[src/rtl/lutc_pkg.sv]
package lutc_pkg;
  localparam int LUTC_DEF_INPUTS = 4;

  typedef enum logic {
    LUTC_RUN = 1'b0,
    LUTC_CFG = 1'b1
  } lutc_mode_e;

  function automatic int lutc_entries(input int n_inputs);
    return 1 << n_inputs;
  endfunction
endpackage

[src/rtl/lutc_table.sv]
module lutc_table #(
  parameter int ADDR_W = lutc_pkg::LUTC_DEF_INPUTS
) (
  input  logic              clk,
  input  logic              rst,
  input  logic              wr_en,
  input  logic [ADDR_W-1:0] addr,
  input  logic              wr_bit,
  output logic              rd_bit
);
  localparam int DEPTH = lutc_pkg::lutc_entries(ADDR_W);

  logic [DEPTH-1:0] mem;

  always_ff @(posedge clk) begin
    if (rst) begin
      mem <= '0;
    end else if (wr_en) begin
      mem[addr] <= wr_bit;
    end
  end

  assign rd_bit = mem[addr];


  table_clear_chk: assert property (@(posedge clk) $past(rst) |-> (mem == '0));


  table_write_chk: assert property (@(posedge clk) disable iff (rst)
    wr_en |=> (mem[$past(addr)] == $past(wr_bit)));


  table_keep_chk: assert property (@(posedge clk) disable iff (rst)
    !wr_en |=> (mem == $past(mem)));
endmodule

[src/rtl/lutc_outreg.sv]
module lutc_outreg (
  input  logic clk,
  input  logic rst,
  input  logic load,
  input  logic d,
  output logic q
);
  always_ff @(posedge clk) begin
    if (rst) begin
      q <= 1'b0;
    end else if (load) begin
      q <= d;
    end
  end


  out_hold_chk: assert property (@(posedge clk) disable iff (rst)
    !load |=> (q == $past(q)));
endmodule

[src/rtl/lut4_cfg_cell.sv]
module lut4_cfg_cell #(
  parameter int N_IN = lutc_pkg::LUTC_DEF_INPUTS
) (
  input  logic            clk,
  input  logic            rst,
  input  logic            cfg_wr,
  input  logic [N_IN-1:0] cfg_addr,
  input  logic            cfg_bit,
  input  logic [N_IN-1:0] lut_in,
  output logic            comb_out,
  output logic            reg_out
);
  import lutc_pkg::*;

  lutc_mode_e      mode;
  logic [N_IN-1:0] tbl_addr;
  logic            tbl_bit;

  assign mode     = lutc_mode_e'(cfg_wr);
  assign tbl_addr = (mode == LUTC_CFG) ? cfg_addr : lut_in;

  lutc_table #(.ADDR_W(N_IN)) u_table (
    .clk    (clk),
    .rst    (rst),
    .wr_en  (mode == LUTC_CFG),
    .addr   (tbl_addr),
    .wr_bit (cfg_bit),
    .rd_bit (tbl_bit)
  );

  lutc_outreg u_oreg (
    .clk  (clk),
    .rst  (rst),
    .load (mode == LUTC_RUN),
    .d    (tbl_bit),
    .q    (reg_out)
  );

  assign comb_out = tbl_bit;


  reg_follow_chk: assert property (@(posedge clk) disable iff (rst)
    !cfg_wr |=> (reg_out == $past(comb_out)));


  reg_clear_chk: assert property (@(posedge clk) $past(rst) |-> !reg_out);
endmodule

[config.mk]
export PLATFORM = sky130hd
export DESIGN_NAME = lut4_cfg_cell
export DESIGN_NICKNAME = d
export VERILOG_FILES = /design/src/rtl/lutc_pkg.sv /design/src/rtl/lutc_table.sv /design/src/rtl/lutc_outreg.sv /design/src/rtl/lut4_cfg_cell.sv
export SDC_FILE = /design/constraint.sdc
export NUM_CORES = 1
export LEC_CHECK = 0
export BUFFER_PORTS_ARGS = -buffer_cell sky130_fd_sc_hd__buf_2
export CAP_MARGIN = 15
export CORE_UTILIZATION = 30
export DETAILED_ROUTE_END_ITERATION = 7
export PLACE_DENSITY = 0.54
export SLEW_MARGIN = 20
export SYNTH_ARGS = -nofsm -noshare
export SYNTH_HDL_FRONTEND = slang
export SYNTH_SLANG_ARGS = --single-unit
[constraint.sdc]
create_clock -name clk -period 1.4 [get_ports clk]
set_input_delay 0.14 -clock clk [delete_from_list [all_inputs] [get_ports clk]]
set_output_delay 0.14 -clock clk [all_outputs]
set_load 0.005 [all_outputs]
After elaboration in Yosys (flattened, before gate mapping)
Index checks and enable logic that the tools add are counted.

Flip-flop bits (word level): 17. Logic and storage cells: 11.

Magnitude comparators: 2. Mux-type cells: 6. Reduce and logical (&&, ||, !) cells: 1.

Operator list (number): $bwmux 16 (1); $lt 4x5->1 const B (1); $bmux 1 s4 (1); $demux 1 s4 (1); $ge 4x1->1 const B (1); $mux 4 (1); $mux 1 (2); $logic_and 1x1->1 (1).

Longest topological paths before layout
Gate-level depths: netlist of run 1.

Depth after elaboration: 6. Mapped depth: 6. Mapped depth without buffers: 5.

By module
Synthesis of run 1 repeated with hierarchy kept, for this count alone.

Cells, all modules: 103. Area total of the unflattened synthesis: 908.4 µm².

By module, submodules not included: lutc_table (times used 1, cells an instance 95, area each 825.8 µm²); lut4_cfg_cell (times used 1, cells an instance 5, area each 48.8 µm²); lutc_outreg (times used 1, cells an instance 3, area each 33.8 µm²).

Least setup slack after synthesis of run 1
Ideal clock, no wire load.

Kind: input to register. Start: input port cfg_addr[1]. End: register u_oreg.q. Arrival: 1.303 ns. Setup slack: -0.018 ns. Cell stages on the path: 6. Cells stage by stage: and3_1 > clkbuf_1 > o21ai_0 > a41oi_1 > a2111o_1 > o21a_1.

Longest elaborated chain between the ends: 3.

RTL lines: start: declaration (RTL line lut4_cfg_cell.sv:7) `input logic [N_IN-1:0] cfg_addr,`; $mux 4 (RTL line lut4_cfg_cell.sv:20) `assign tbl_addr = (mode == LUTC_CFG) ? cfg_addr : lut_in;`; $bmux 1 s4 (RTL line lutc_table.sv:23) `assign rd_bit = mem[addr];`; $mux 1 (implied by the code) (RTL line lutc_table.sv:23); named net comb_out (RTL line lut4_cfg_cell.sv:10) `output logic comb_out,`; end signal: assignment (RTL line lutc_outreg.sv:10) `q <= 1'b0;`; end signal: assignment (RTL line lutc_outreg.sv:12) `q <= d;`; end: declaration (RTL line lutc_outreg.sv:6) `output logic q`.

The timed path passes the listed nets, and every way through them passes these cells. The select of a mux whose other input is x is not followed. A chain may end at the register's enable or synchronous reset.

Final worst setup path of run 1
Start: input port lut_in[1]. End: output port comb_out.

Longest elaborated chain between the ends: 3.

RTL lines: start: declaration (RTL line lut4_cfg_cell.sv:9) `input logic [N_IN-1:0] lut_in,`; $mux 4 (RTL line lut4_cfg_cell.sv:20); $bmux 1 s4 (RTL line lutc_table.sv:23); $mux 1 (implied by the code) (RTL line lutc_table.sv:23); end: declaration (RTL line lut4_cfg_cell.sv:10).

No other way between the ends. The select of a mux whose other input is x is not followed.

==> results of run 1 <==
-- where the power goes --
part / switching (mW) / internal [mW] / leakage [nW]
registers: 0.00463 / 0.491 / 0.140
clock network: 0.142 / 0.111 / 0.0150
logic: 0.0895 / 0.0818 / 0.441
total: 0.236 / 0.684 / 0.596
-- how the worst max path moves through the flow --
stage	slack (ps)	to	cells after the start
after floorplan	20	u_oreg.q	6
after global placement	-190	u_oreg.q	7
after detailed placement	-180	u_oreg.q	7
after CTS	-140	comb_out	4
after global routing	-200	comb_out	4
final	-130	comb_out	7
-- worst register-to-register path, stage by stage, from the launching register on --
cell,delay (ps)
sky130_fd_sc_hd__dfxtp_1,320
sky130_fd_sc_hd__o21ai_1,90
sky130_fd_sc_hd__a41oi_2,120
sky130_fd_sc_hd__a2111o_1,420
sky130_fd_sc_hd__o21a_1,170
-- registers in the layout (all words and copies together) (netlist names) --
| name | flops |
|---|---|
| u_table.mem | 16 |
| u_oreg.q | 1 |
-- synthesized netlist by cell type, types with 2 or more instances --
cell | count | area share, %
sky130_fd_sc_hd__nand2b_1 | 4 | 2.6
sky130_fd_sc_hd__and3b_1 | 3 | 2.8
sky130_fd_sc_hd__nor2_1 | 17 | 6.8
sky130_fd_sc_hd__nor2b_1 | 2 | 1.3
sky130_fd_sc_hd__dfxtp_1 | 17 | 36
sky130_fd_sc_hd__o2bb2ai_1 | 2 | 1.9
sky130_fd_sc_hd__a41oi_1 | 3 | 2.8
sky130_fd_sc_hd__nand2_1 | 13 | 5.2
sky130_fd_sc_hd__nor3b_1 | 3 | 2.4
sky130_fd_sc_hd__clkbuf_1 | 4 | 1.6
sky130_fd_sc_hd__o21ai_0 | 16 | 8.5
sky130_fd_sc_hd__mux2i_1 | 16 | 17
sky130_fd_sc_hd__inv_1 | 2 | 0.79
-- logic make-up (layout without fill, tap and decap cells) --
| family | after synthesis | in the layout | synth area share (%) |
|---|---|---|---|
| multiplexers | 16 | 16 | 16.95 |
| AND/OR/NAND/NOR | 46 | 46 | 23.71 |
| flip-flops | 17 | 17 | 36.03 |
| buffers and inverters | 9 | 38 | 4.105 |
| AO/OA/AOI/OAI | 28 | 28 | 19.21 |
-- timing repair --
action	4_1_cts	5_1_grt
resized for setup	8	27
pin swaps	3	8
setup endpoints to repair	1	1
-- cells in the final DEF (no fill, tap or decap) --
| cell type | instances |
|---|---|
| sky130_fd_sc_hd__buf_4 | 19 |
| sky130_fd_sc_hd__and3_2 | 1 |
| sky130_fd_sc_hd__and3b_2 | 3 |
| sky130_fd_sc_hd__a21oi_1 | 1 |
| sky130_fd_sc_hd__nor2_1 | 17 |
| sky130_fd_sc_hd__nor3_4 | 1 |
| sky130_fd_sc_hd__nand4_1 | 1 |
| sky130_fd_sc_hd__buf_6 | 1 |
| sky130_fd_sc_hd__o21ai_1 | 10 |
| sky130_fd_sc_hd__dfxtp_2 | 5 |
| sky130_fd_sc_hd__nor2b_1 | 2 |
| sky130_fd_sc_hd__a22oi_1 | 1 |
| sky130_fd_sc_hd__nor3b_1 | 2 |
| sky130_fd_sc_hd__or2b_1 | 1 |
| sky130_fd_sc_hd__buf_2 | 12 |
| sky130_fd_sc_hd__o2bb2ai_1 | 2 |
| sky130_fd_sc_hd__nor3b_4 | 1 |
| sky130_fd_sc_hd__a2111o_1 | 1 |
| sky130_fd_sc_hd__dfxtp_1 | 12 |
| sky130_fd_sc_hd__o21ai_0 | 1 |
| sky130_fd_sc_hd__clkbuf_4 | 3 |
| sky130_fd_sc_hd__a2bb2oi_2 | 1 |
| sky130_fd_sc_hd__a22o_1 | 1 |
| sky130_fd_sc_hd__a32oi_1 | 1 |
| sky130_fd_sc_hd__clkbuf_1 | 1 |
| sky130_fd_sc_hd__o21a_1 | 1 |
| sky130_fd_sc_hd__nand2b_1 | 4 |
| sky130_fd_sc_hd__a41oi_1 | 1 |
| sky130_fd_sc_hd__inv_1 | 2 |
| sky130_fd_sc_hd__mux2i_1 | 16 |
| sky130_fd_sc_hd__o21ai_2 | 5 |
| sky130_fd_sc_hd__nand2_1 | 13 |
| sky130_fd_sc_hd__a41oi_2 | 2 |
-- routing by layer --
layer	share of wire [%]	routed length (um)
met2	44	1034
met4	2.3	54
met5	0	0
met3	2.8	66
met1	51	1215
-- cell type report --
class	instances	area [sq um]
fill	291	1597
multi-input combinational	90	633.1
sequential	17	346.6
timing repair buffer	32	214.0
tap	42	52.55
clock buffer	4	26.28
inverter	2	7.507
-- stage by stage --
| stage | std cells | hold WS, ps | util, % |
|---|---|---|---|
| 3_5_place_dp | 184 | 482.8 | 41.06 |
| 2_1_floorplan | 116 | 283.9 | - |
| 4_1_cts | 188 | 199.9 | 42.32 |
| 5_1_grt | 187 | 211.9 | 44.50 |
| 3_3_place_gp | 184 | 477.3 | 41.06 |
| 6_report | 187 | 207.2 | 44.50 |
==> qor.json, run 1 <==
{
  "syn-num-nets": {"value": 128},
  "grt_first_pass_wirelength": {"value": 4.036, "unit": "mm"},
  "crit_required": {"value": 1260, "unit": "ps"},
  "htree_num_levels": {"value": 1},
  "regToRegStartpoint": {"value": "u_table.mem[1]"},
  "postLayoutSetupSlackWorst": {"value": -125.1, "unit": "ps"},
  "maxCapViolations": {"value": 0},
  "ys_async_sr_fraction": {"value": 0, "unit": "%"},
  "grt_pass1_vias": {"value": 907},
  "drt-pass1-iter-count": {"value": 4},
  "minimum_clock_period": {"value": 1525, "unit": "ps"},
  "grt_start_max_net_pins": {"value": 18},
  "cp_num_buf_inv": {"value": 3},
  "cts.reportedPaths.clkPinSlew": {"value": 90, "unit": "ps"},
  "powerDensity": {"value": 718.7, "unit": "nW/um^2"},
  "final_nets": {"value": 158},
  "design.core.area": {"value": 2877, "unit": "sq um"},
  "hold_buffers": {"value": 0},
  "hold_class": {"value": "in2reg"},
  "num_rows": {"value": 19},
  "boundaryPins": {"value": 14},
  "ctsRootBufferMaster": {"value": "sky130_fd_sc_hd__clkbuf_4"},
  "total_power": {"value": 0.9200, "unit": "mW"},
  "cts_tree": {"value": "done"},
  "postPlaceCellArea": {"value": 1181, "unit": "sq um"},
  "setup_slack_reg_to_reg": {"value": 180, "unit": "ps"},
  "failed_checks": {"value": "setup timing"},
  "grt_busiest_layer": {"value": "met2"},
  "outcome": {"value": "finished with violations"},
  "arrival_time_worst_endpoint": {"value": 1390, "unit": "ps"},
  "cp-startpoint": {"value": "lut_in[1]"},
  "placement.io_buffers": {"value": 13},
  "diodes": {"value": 0},
  "register_bit_total_from_synthesis": {"value": 17},
  "critical_path.most_common_cell": {"value": "sky130_fd_sc_hd__buf_2"},
  "path_class": {"value": "in2out"},
  "critical_path_peak_fanout": {"value": 4},
  "overflow": {"value": 0},
  "timing.critical_path.slowest_cell_delay": {"value": 420, "unit": "ps"},
  "hold_path_depth": {"value": 2},
  "initial_core_util": {"value": 32.84, "unit": "%"},
  "synth.cell_area": {"value": 944.7, "unit": "sq um"},
  "gp_congestion": {"value": 0.8691},
  "worst_path_max_delay_cell": {"value": "sky130_fd_sc_hd__a2111o_1"},
  "count_of_unresolved_drc_violations_after_routing": {"value": 0},
  "cts.sink_count": {"value": 17},
  "final_number_of_setup_violating_endpoints": {"value": 1},
  "critical_path.top_delay_family": {"value": "compound AO/OA/AOI/OAI gates"},
  "worstSkewPairLatency": {"value": 290, "unit": "ps"},
  "grt.met3_usage": {"value": 1.339, "unit": "%"},
  "synth-warning-count": {"value": 0},
  "globalRouteMet1Util": {"value": 21.12, "unit": "%"},
  "leakage": {"value": 0.5961, "unit": "nW"},
  "detail_route.wirelength": {"value": 2.370, "unit": "mm"},
  "globalRouteTotalUtil": {"value": 15.59, "unit": "%"},
  "antenna_found_initial": {"value": 0},
  "cts_buffer_depth": {"value": 2},
  "dp_slack": {"value": -182.7, "unit": "ps"},
  "timing.final.max_slew_violations": {"value": 0},
  "dp_hpwl": {"value": 1.798, "unit": "mm"},
  "timing.fmax": {"value": 0.6557, "unit": "GHz"},
  "detailedRoute.firstIterationViolations": {"value": 25},
  "max_slew_margin": {"value": 74.44, "unit": "%"},
  "final_layout_size_suffix_gt1_share": {"value": 37.24, "unit": "%"},
  "min_period_over_period": {"value": 108.9, "unit": "%"},
  "tightest_slew": {"value": 383.4, "unit": "ps"},
  "finalHoldViolCount": {"value": 0},
  "timing.critical_path.cells": {"value": "buf_2 > nor3b_1 > buf_4 > o21ai_2 > a41oi_2 > a2111o_1 > buf_2"},
  "grt_use_met2": {"value": 24.30, "unit": "%"},
  "cts-buffers-inserted": {"value": 3},
  "die-height": {"value": 58.12, "unit": "um"},
  "syn_area_per_cell": {"value": 8.144, "unit": "sq um"},
  "post-cts-setup-buffers": {"value": 0},
  "ant_nets": {"value": 0},
  "final.setup.tns": {"value": -125.1, "unit": "ps"},
  "num_vias": {"value": 925},
  "design_area_final": {"value": 1280, "unit": "sq um"},
  "r2r_end": {"value": "u_oreg.q"},
  "share_of_the_yosys_chip_area_belonging_to_registers": {"value": 36.03, "unit": "%"},
  "viasPerCell": {"value": 4.947},
  "synth_ff_type": {"value": "sky130_fd_sc_hd__dfxtp_1"},
  "hold_path.startpoint": {"value": "rst"},
  "clock_skew": {"value": 1.800, "unit": "ps"},
  "area.growth.synth_to_final": {"value": 35.50, "unit": "%"},
  "netlist_instances": {"value": 116},
  "whs_endpoint": {"value": "u_table.mem[5]"},
  "synth_cell_types": {"value": 27},
  "route.detailed.wl_per_inst": {"value": 12.67, "unit": "um"},
  "die_x": {"value": 58.12, "unit": "um"},
  "rsz_0062_raised_after_global_routing": {"value": "yes"},
  "worst_setup_path_end_kind": {"value": "primary output"},
  "dieArea": {"value": 3377, "unit": "sq um"},
  "worstSetupStartpointType": {"value": "input port"},
  "irDropWorstVdd": {"value": 647.7, "unit": "uV"},
  "number_of_cell_instances_on_the_worst_register_to_register_path": {"value": 4},
  "synth_edf_count": {"value": 0}
}
No activity file was read; power rests on OpenSTA's default activity.
==> run 2: changes to the inputs <==
Settings changed: CTS_BUF_LIST set to sky130_fd_sc_hd__clkbuf_8 sky130_fd_sc_hd__clkbuf_16.
==> run 2 against run 1 <==
  * Via count fell by 0.32%
  * Fmax rose by 3.4%
  * Worst hold slack improved by 41 ps
  * Critical path depth fell by 1
  * Worst setup slack improved by 51 ps
  * Register-to-register slack barely moved
  * Clock power rose by 36%
  * Largest power group unchanged
  * Sequential cell count did not move
  * Sequential power barely moved
  * Global-route usage barely moved
  * The run still ends with setup timing left
  * Die area did not move
==> qor.json, run 2 (synthesis gave the netlist of run 1 again) <==
{
  "htree_num_levels": {"value": 1, "change": "unchanged"},
  "sw_frac_of_total": {"value": 23.83, "unit": "%", "change": "was 25.69%"},
  "placement.io_buffers": {"value": 13, "change": "unchanged"},
  "tightest_slew": {"value": 455.8, "unit": "ps", "change": "was 383.4 ps"},
  "grt_pass1_vias": {"value": 909, "change": "was 907"},
  "diodes": {"value": 0, "change": "unchanged"},
  "crit_required": {"value": 1260, "unit": "ps", "change": "about the same"},
  "timing.fmax": {"value": 0.6782, "unit": "GHz", "change": "was 0.6557 GHz"},
  "num_vias": {"value": 922, "change": "was 925"},
  "power_frac_clock": {"value": 33.6, "unit": "%", "change": "was 27.5%"},
  "detailedRoute.firstIterationViolations": {"value": 33, "change": "was 25"},
  "globalRouteTotalUtil": {"value": 15.63, "unit": "%", "change": "was 15.59%"},
  "final_number_of_setup_violating_endpoints": {"value": 1, "change": "unchanged"},
  "grt_first_pass_wirelength": {"value": 4.064, "unit": "mm", "change": "was 4.036 mm"},
  "worst_setup_path_end_kind": {"value": "primary output", "change": "unchanged"},
  "grt_start_max_net_pins": {"value": 18, "change": "unchanged"},
  "critical_path_peak_fanout": {"value": 6, "change": "was 4"},
  "timing.hold.ws": {"value": 248.4, "unit": "ps", "change": "was 207.2 ps"},
  "final_nets": {"value": 159, "change": "was 158"},
  "final_layout_size_suffix_gt1_share": {"value": 36.30, "unit": "%", "change": "was 37.24%"},
  "commonest_non_fill_non_tap_cell_in_the_layout": {"value": "sky130_fd_sc_hd__buf_4", "change": "unchanged"},
  "postLayoutSetupSlackWorst": {"value": -74.51, "unit": "ps", "change": "was -125.1 ps"},
  "detail_route.wirelength": {"value": 2.390, "unit": "mm", "change": "was 2.370 mm"},
  "cts_buffer_depth": {"value": 2, "change": "unchanged"},
  "die-height": {"value": 58.12, "unit": "um", "change": "unchanged"},
  "timing.final.max_slew_violations": {"value": 0, "change": "unchanged"},
  "gp_congestion": {"value": 0.8691, "change": "unchanged"},
  "overflow": {"value": 0, "change": "unchanged"},
  "die_x": {"value": 58.12, "unit": "um", "change": "unchanged"},
  "ctsRootBufferMaster": {"value": "sky130_fd_sc_hd__clkbuf_8", "change": "was sky130_fd_sc_hd__clkbuf_4"},
  "minimum_clock_period": {"value": 1475, "unit": "ps", "change": "was 1525 ps"},
  "placedCellCount": {"value": 184, "change": "unchanged"},
  "count_of_unresolved_drc_violations_after_routing": {"value": 0, "change": "unchanged"},
  "leakage": {"value": 0.6282, "unit": "nW", "change": "was 0.5961 nW"},
  "final.setup.tns": {"value": -74.51, "unit": "ps", "change": "was -125.1 ps"},
  "largest_reg_flops": {"value": 16, "change": "unchanged"},
  "hold_class": {"value": "in2reg", "change": "unchanged"},
  "ant_nets": {"value": 0, "change": "unchanged"},
  "boundaryPins": {"value": 14, "change": "unchanged"},
  "multiInputGateArea": {"value": 633.1, "unit": "sq um", "change": "unchanged"},
  "cts.sink_count": {"value": 17, "change": "unchanged"},
  "cts-buffers-inserted": {"value": 3, "change": "unchanged"},
  "irDropWorstVdd": {"value": 583.7, "unit": "uV", "change": "was 647.7 uV"},
  "initial_core_util": {"value": 32.84, "unit": "%", "change": "unchanged"},
  "final_util": {"value": 46.85, "unit": "%", "change": "was 44.50%"},
  "layout.filler_cells": {"value": 278, "change": "was 291"},
  "min_period_over_period": {"value": 105.3, "unit": "%", "change": "was 108.9%"},
  "hold_buffers": {"value": 0, "change": "unchanged"},
  "drt-pass1-iter-count": {"value": 4, "change": "unchanged"},
  "route.detailed.wl_per_inst": {"value": 12.71, "unit": "um", "change": "was 12.67 um"},
  "net_switching_power_figure": {"value": 0.2446, "unit": "mW", "change": "was 0.2364 mW"},
  "dp_hpwl": {"value": 1.798, "unit": "mm", "change": "unchanged"},
  "area.growth.synth_to_final": {"value": 42.65, "unit": "%", "change": "was 35.50%"},
  "dieArea": {"value": 3377, "unit": "sq um", "change": "unchanged"},
  "maxCapViolations": {"value": 0, "change": "unchanged"},
  "intPower": {"value": 0.7818, "unit": "mW", "change": "was 0.6836 mW"},
  "antenna_found_initial": {"value": 0, "change": "unchanged"},
  "power.share.combinational": {"value": 18.1, "unit": "%", "change": "was 18.6%"},
  "worstSetupStartpointType": {"value": "input port", "change": "unchanged"},
  "outcome": {"value": "finished with violations", "change": "unchanged"},
  "finalHoldViolCount": {"value": 0, "change": "unchanged"},
  "reg.largest.list": {"value": "u_table.mem (16), u_oreg.q (1)", "change": "unchanged"},
  "worstSkewPairLatency": {"value": 250, "unit": "ps", "change": "was 290 ps"},
  "failed_checks": {"value": "setup timing", "change": "unchanged"},
  "power.sequential.fraction": {"value": 48.4, "unit": "%", "change": "was 53.9%"},
  "max_slew_margin": {"value": 69.48, "unit": "%", "change": "was 74.44%"},
  "seqCellArea": {"value": 342.8, "unit": "sq um", "change": "was 346.6 sq um"},
  "design.core.area": {"value": 2877, "unit": "sq um", "change": "unchanged"},
  "cts.reportedPaths.clkPinSlew": {"value": 60, "unit": "ps", "change": "was 90 ps"},
  "layout_common_cells": {"value": "sky130_fd_sc_hd__buf_4 (19), sky130_fd_sc_hd__nor2_1 (17), sky130_fd_sc_hd__mux2i_1 (16), sky130_fd_sc_hd__dfxtp_1 (15), sky130_fd_sc_hd__nand2_1 (13)", "change": "was sky130_fd_sc_hd__buf_4 (19), sky130_fd_sc_hd__nor2_1 (17), sky130_fd_sc_hd__mux2i_1 (16), sky130_fd_sc_hd__nand2_1 (13)"},
  "rsz_0062_raised_after_global_routing": {"value": "yes", "change": "unchanged"},
  "arrival_time_worst_endpoint": {"value": 1330, "unit": "ps", "change": "was 1390 ps"},
  "count_of_non_filler_cells_in_the_finished_layout": {"value": 188, "change": "was 187"},
  "path_class": {"value": "in2out", "change": "unchanged"},
  "num_rows": {"value": 19, "change": "unchanged"},
  "clock_skew": {"value": 3.868, "unit": "ps", "change": "was 1.800 ps"},
  "powerDensity": {"value": 761.7, "unit": "nW/um^2", "change": "was 718.7 nW/um^2"},
  "viasPerCell": {"value": 4.904, "change": "was 4.947"},
  "max_flop_register": {"value": "u_table.mem", "change": "unchanged"},
  "cts_tree": {"value": "done", "change": "unchanged"}
}
-- run 2: power groups by stage --
stage | Clock [mW] | Sequential [mW] | Combinational (mW)
2_1_floorplan | 0 | 0.505 | 0.0761
3_3_place_gp | 0 | 0.506 | 0.154
3_5_place_dp | 0 | 0.506 | 0.155
4_1_cts | 0.356 | 0.496 | 0.172
5_1_grt | 0.377 | 0.497 | 0.204
6_report | 0.344 | 0.496 | 0.186
-- run 2: routing by layer --
layer	share of wire [%]	track usage, %
met1	51	21.40
met2	45	24.96
met3	2.6	0.6696
met4	1.1	8.163
met5	0	0
-- run 2: through the flow --
stage / total power [mW] / cell area (sq um) / setup WS (ps)
6_report: 1.026 / 1348 / -74.51
5_1_grt: 1.077 / 1348 / -140.8
4_1_cts: 1.023 / 1281 / -80.20
3_5_place_dp: 0.6613 / 1181 / -182.7
3_3_place_gp: 0.6596 / 1181 / -186.5
2_1_floorplan: 0.5808 / 947.2 / 16.51
-- run 2: worst paths after layout --
path                                         to  slack [ps]             from  depth (start not counted)
worst min register to register  u_table.mem[14]         510  u_table.mem[14]                          2
worst max register to register         u_oreg.q         190   u_table.mem[5]                          4
worst max-delay path                   comb_out         -70      cfg_addr[0]                          6
worst min-delay path             u_table.mem[5]         250              rst                          2
-- run 2: what timing repair did --
action                     in CTS  in global routing
pin swaps                      12                  5
buffers inserted                1                  0
setup endpoints to repair       1                  1
cloned                          0                  1
gates resized for setup        27                 14
-- run 2: critical path: stages --
cell	delay, ps
sky130_fd_sc_hd__buf_4	120
sky130_fd_sc_hd__and3b_2	250
sky130_fd_sc_hd__o21ai_2	150
sky130_fd_sc_hd__a41oi_2	110
sky130_fd_sc_hd__a2111o_1	420
sky130_fd_sc_hd__buf_2	140
-- run 2: final cells by class --
class	count	area share (%)
well taps	42	3.900
clock buffers	3	3.064
flip-flops and latches	17	25.44
repair buffers	33	19.78
inverters	2	0.5571
multi-input cells	90	46.98
clock inverters	1	0.2786
==> run 3: changes to the inputs <==
==> constraint.sdc (replaced) <==
create_clock -name clk -period 1.4 [get_ports clk]
set_input_delay 0.28 -clock clk [delete_from_list [all_inputs] [get_ports clk]]
set_output_delay 0.28 -clock clk [all_outputs]
set_load 0.005 [all_outputs]
==> run 3 against run 2 <==
  * The flow still finishes with violations (setup timing)
  * Worst setup slack worse by 300 ps
  * Clock power is 2% higher
  * Clock skew hardly changed
  * Worst hold slack better by 110 ps
  * First-iteration DRC count is 27% lower
  * Utilization hardly changed
  * Fmax is 17% lower
  * Combinational power hardly changed
  * Sequential power hardly changed
==> qor.json, run 3 (synthesis gave the netlist of run 1 again) <==
{
  "dp_hpwl": {"value": 1.772, "unit": "mm", "change": "was 1.798 mm"},
  "cts-buffers-inserted": {"value": 3, "change": "unchanged"},
  "number_of_cell_instances_on_the_worst_register_to_register_path": {"value": 4, "change": "unchanged"},
  "failed_checks": {"value": "setup timing", "change": "unchanged"},
  "overflow": {"value": 0, "change": "unchanged"},
  "diodes": {"value": 0, "change": "unchanged"},
  "finalHoldViolCount": {"value": 0, "change": "unchanged"},
  "powerDensity": {"value": 764.4, "unit": "nW/um^2", "change": "was 761.7 nW/um^2"},
  "outcome": {"value": "finished with violations", "change": "unchanged"},
  "worstSetupStartpointType": {"value": "input port", "change": "unchanged"},
  "dieArea": {"value": 3377, "unit": "sq um", "change": "unchanged"},
  "globalRouteTotalUtil": {"value": 15.25, "unit": "%", "change": "was 15.63%"},
  "final_layout_size_suffix_gt1_share": {"value": 39.16, "unit": "%", "change": "was 36.30%"},
  "final_number_of_setup_violating_endpoints": {"value": 1, "change": "unchanged"},
  "reg.largest.list": {"value": "u_table.mem (16), u_oreg.q (1)", "change": "unchanged"},
  "timing.critical_path.slowest_cell_delay": {"value": 420, "unit": "ps", "change": "about the same"},
  "max_flop_register": {"value": "u_table.mem", "change": "unchanged"},
  "regToRegStartpoint": {"value": "u_table.mem[8]", "change": "was u_table.mem[5]"},
  "viasPerCell": {"value": 5.054, "change": "was 4.904"},
  "critical_path_peak_fanout": {"value": 5, "change": "was 6"},
  "irDropWorstVdd": {"value": 560.2, "unit": "uV", "change": "was 583.7 uV"},
  "arrival_time_worst_endpoint": {"value": 1500, "unit": "ps", "change": "was 1330 ps"},
  "grt_start_max_net_pins": {"value": 18, "change": "unchanged"},
  "area.growth.synth_to_final": {"value": 42.78, "unit": "%", "change": "was 42.65%"},
  "final.setup.tns": {"value": -375.1, "unit": "ps", "change": "was -74.51 ps"},
  "hold_path_depth": {"value": 3, "change": "was 2"},
  "die_x": {"value": 58.12, "unit": "um", "change": "unchanged"},
  "setup_slack_reg_to_reg": {"value": 170, "unit": "ps", "change": "was 190 ps"},
  "cts_buffer_depth": {"value": 2, "change": "unchanged"},
  "r2r_end": {"value": "u_oreg.q", "change": "unchanged"},
  "num_vias": {"value": 935, "change": "was 922"},
  "count_of_unresolved_drc_violations_after_routing": {"value": 0, "change": "unchanged"},
  "placement.io_buffers": {"value": 13, "change": "unchanged"},
  "min_period_over_period": {"value": 126.8, "unit": "%", "change": "was 105.3%"},
  "antenna_found_initial": {"value": 0, "change": "unchanged"},
  "worst_path_max_delay_cell": {"value": "sky130_fd_sc_hd__a2111o_1", "change": "unchanged"},
  "clock_skew": {"value": 4.168, "unit": "ps", "change": "was 3.868 ps"},
  "grt_pass1_vias": {"value": 872, "change": "was 909"},
  "tightest_slew": {"value": 445.3, "unit": "ps", "change": "was 455.8 ps"},
  "postLayoutSetupSlackWorst": {"value": -375.1, "unit": "ps", "change": "was -74.51 ps"},
  "rsz_0062_raised_after_global_routing": {"value": "yes", "change": "unchanged"},
  "detailedRoute.firstIterationViolations": {"value": 24, "change": "was 33"},
  "grt_first_pass_wirelength": {"value": 3.926, "unit": "mm", "change": "was 4.064 mm"},
  "drt-pass1-iter-count": {"value": 4, "change": "unchanged"},
  "largest_reg_flops": {"value": 16, "change": "unchanged"},
  "final_nets": {"value": 156, "change": "was 159"},
  "maxCapViolations": {"value": 0, "change": "unchanged"},
  "timing.critical_path.cells": {"value": "buf_8 > and3b_2 > o21ai_2 > a41oi_2 > a2111o_1 > buf_2", "change": "was buf_4 > and3b_2 > o21ai_2 > a41oi_2 > a2111o_1 > buf_2"},
  "die-height": {"value": 58.12, "unit": "um", "change": "unchanged"},
  "cts.sink_count": {"value": 17, "change": "unchanged"},
  "route.detailed.wl_per_inst": {"value": 12.93, "unit": "um", "change": "was 12.71 um"},
  "leakage": {"value": 0.6131, "unit": "nW", "change": "was 0.6282 nW"},
  "whs_endpoint": {"value": "u_oreg.q", "change": "was u_table.mem[5]"},
  "layout_common_cells": {"value": "sky130_fd_sc_hd__buf_4 (17), sky130_fd_sc_hd__dfxtp_1 (17), sky130_fd_sc_hd__mux2i_1 (16), sky130_fd_sc_hd__nor2_1 (16), sky130_fd_sc_hd__nand2_1 (13)", "change": "was sky130_fd_sc_hd__buf_4 (19), sky130_fd_sc_hd__nor2_1 (17), sky130_fd_sc_hd__mux2i_1 (16), sky130_fd_sc_hd__dfxtp_1 (15), sky130_fd_sc_hd__nand2_1 (13)"},
  "path_class": {"value": "in2out", "change": "unchanged"},
  "initial_core_util": {"value": 32.84, "unit": "%", "change": "unchanged"},
  "ant_nets": {"value": 0, "change": "unchanged"},
  "boundaryPins": {"value": 14, "change": "unchanged"},
  "design.core.area": {"value": 2877, "unit": "sq um", "change": "unchanged"},
  "layout.filler_cells": {"value": 292, "change": "was 278"},
  "worstSkewPairLatency": {"value": 250, "unit": "ps", "change": "about the same"},
  "num_rows": {"value": 19, "change": "unchanged"},
  "timing.final.max_slew_violations": {"value": 0, "change": "unchanged"},
  "total_power": {"value": 1.031, "unit": "mW", "change": "was 1.026 mW"},
  "crit_required": {"value": 1120, "unit": "ps", "change": "was 1260 ps"},
  "ctsRootBufferMaster": {"value": "sky130_fd_sc_hd__clkbuf_8", "change": "unchanged"},
  "worst_setup_path_end_kind": {"value": "primary output", "change": "unchanged"},
  "htree_num_levels": {"value": 1, "change": "unchanged"},
  "cts.reportedPaths.clkPinSlew": {"value": 60, "unit": "ps", "change": "about the same"},
  "hold_class": {"value": "in2reg", "change": "unchanged"},
  "detail_route.wirelength": {"value": 2.392, "unit": "mm", "change": "was 2.390 mm"},
  "gp_congestion": {"value": 0.8916, "change": "was 0.8691"},
  "timing.fmax": {"value": 0.5634, "unit": "GHz", "change": "was 0.6782 GHz"},
  "hold_buffers": {"value": 0, "change": "unchanged"},
  "minimum_clock_period": {"value": 1775, "unit": "ps", "change": "was 1475 ps"},
  "cts_tree": {"value": "done", "change": "unchanged"},
  "hold_path.startpoint": {"value": "cfg_wr", "change": "was rst"},
  "max_slew_margin": {"value": 70.19, "unit": "%", "change": "was 69.48%"}
}
==> run 3: changes by cell type in the layout (fill, tap and decap cells not counted), sizes merged <==
cell and delta:
clkbuf -1, buf -2
==> run 3: area by class of cell <==
type                            count  area [sq um]  area share [%]
Clock buffer                        3         41.29           3.061
Timing Repair Buffer               30         230.2           17.07
Inverter                            2         7.507          0.5566
Multi-Input combinational cell     90         673.1           49.91
Clock inverter                      1         3.754          0.2783
Tap cell                           42         52.55           3.896
Sequential cell                    17         340.3           25.23
==> run 3: what timing repair did <==
item                                    in CTS  in global routing
pin swaps                                    9                  6
gates resized for setup                     24                 18
gates cloned                                 0                  0
endpoints found under the hold margin        0                  0
endpoints found under the setup margin       2                  5
buffers inserted                             3                  0
==> run 3: worst max-delay path by stage <==
stage | start | end | depth (start not counted)
floorplan | cfg_wr | u_oreg.q | 6
global placement | cfg_wr | comb_out | 6
detailed placement | cfg_wr | comb_out | 6
CTS | cfg_addr[1] | comb_out | 6
global route | cfg_wr | comb_out | 6
finish | cfg_addr[1] | comb_out | 6
==> run 3: metrics by stage <==
stage                     hold WS, ps  area [sq um]  utilization, %  instances  worst slack (ps)
after global placement          476.5          1149           39.93        179            -465.1
after CTS                       349.1          1285           44.67        185            -349.1
after global routing            362.0          1349           46.89        185            -426.2
final                           359.5          1349           46.89        185            -375.1
after floorplan                 423.9         978.4               -        116            -105.1
after detailed placement        486.9          1149           39.93        179            -431.8
==> run 3: layer usage <==
layer / GRT usage (%) / share of wire (%) / up-vias / wire length (um)
li1: - / - / 469 / -
met1: 21.23 / 51 / 443 / 1216
met2: 23.15 / 45 / 17 / 1069
met3: 1.339 / 2.2 / 6 / 52
met4: 8.503 / 2.2 / 0 / 53
met5: 0 / 0 / - / 0
==> run 3: power breakdown <==
part           total, mW  internal [mW]  switching (mW)
Sequential         0.496          0.491         0.00484
Clock              0.351          0.194           0.157
Combinational      0.184         0.0911          0.0928
==> run 3: critical path, delay by kind of cell <==
kind,cells,cell delay [ps]
compound gates,3,710
simple gates,1,260
buf+inv,2,240
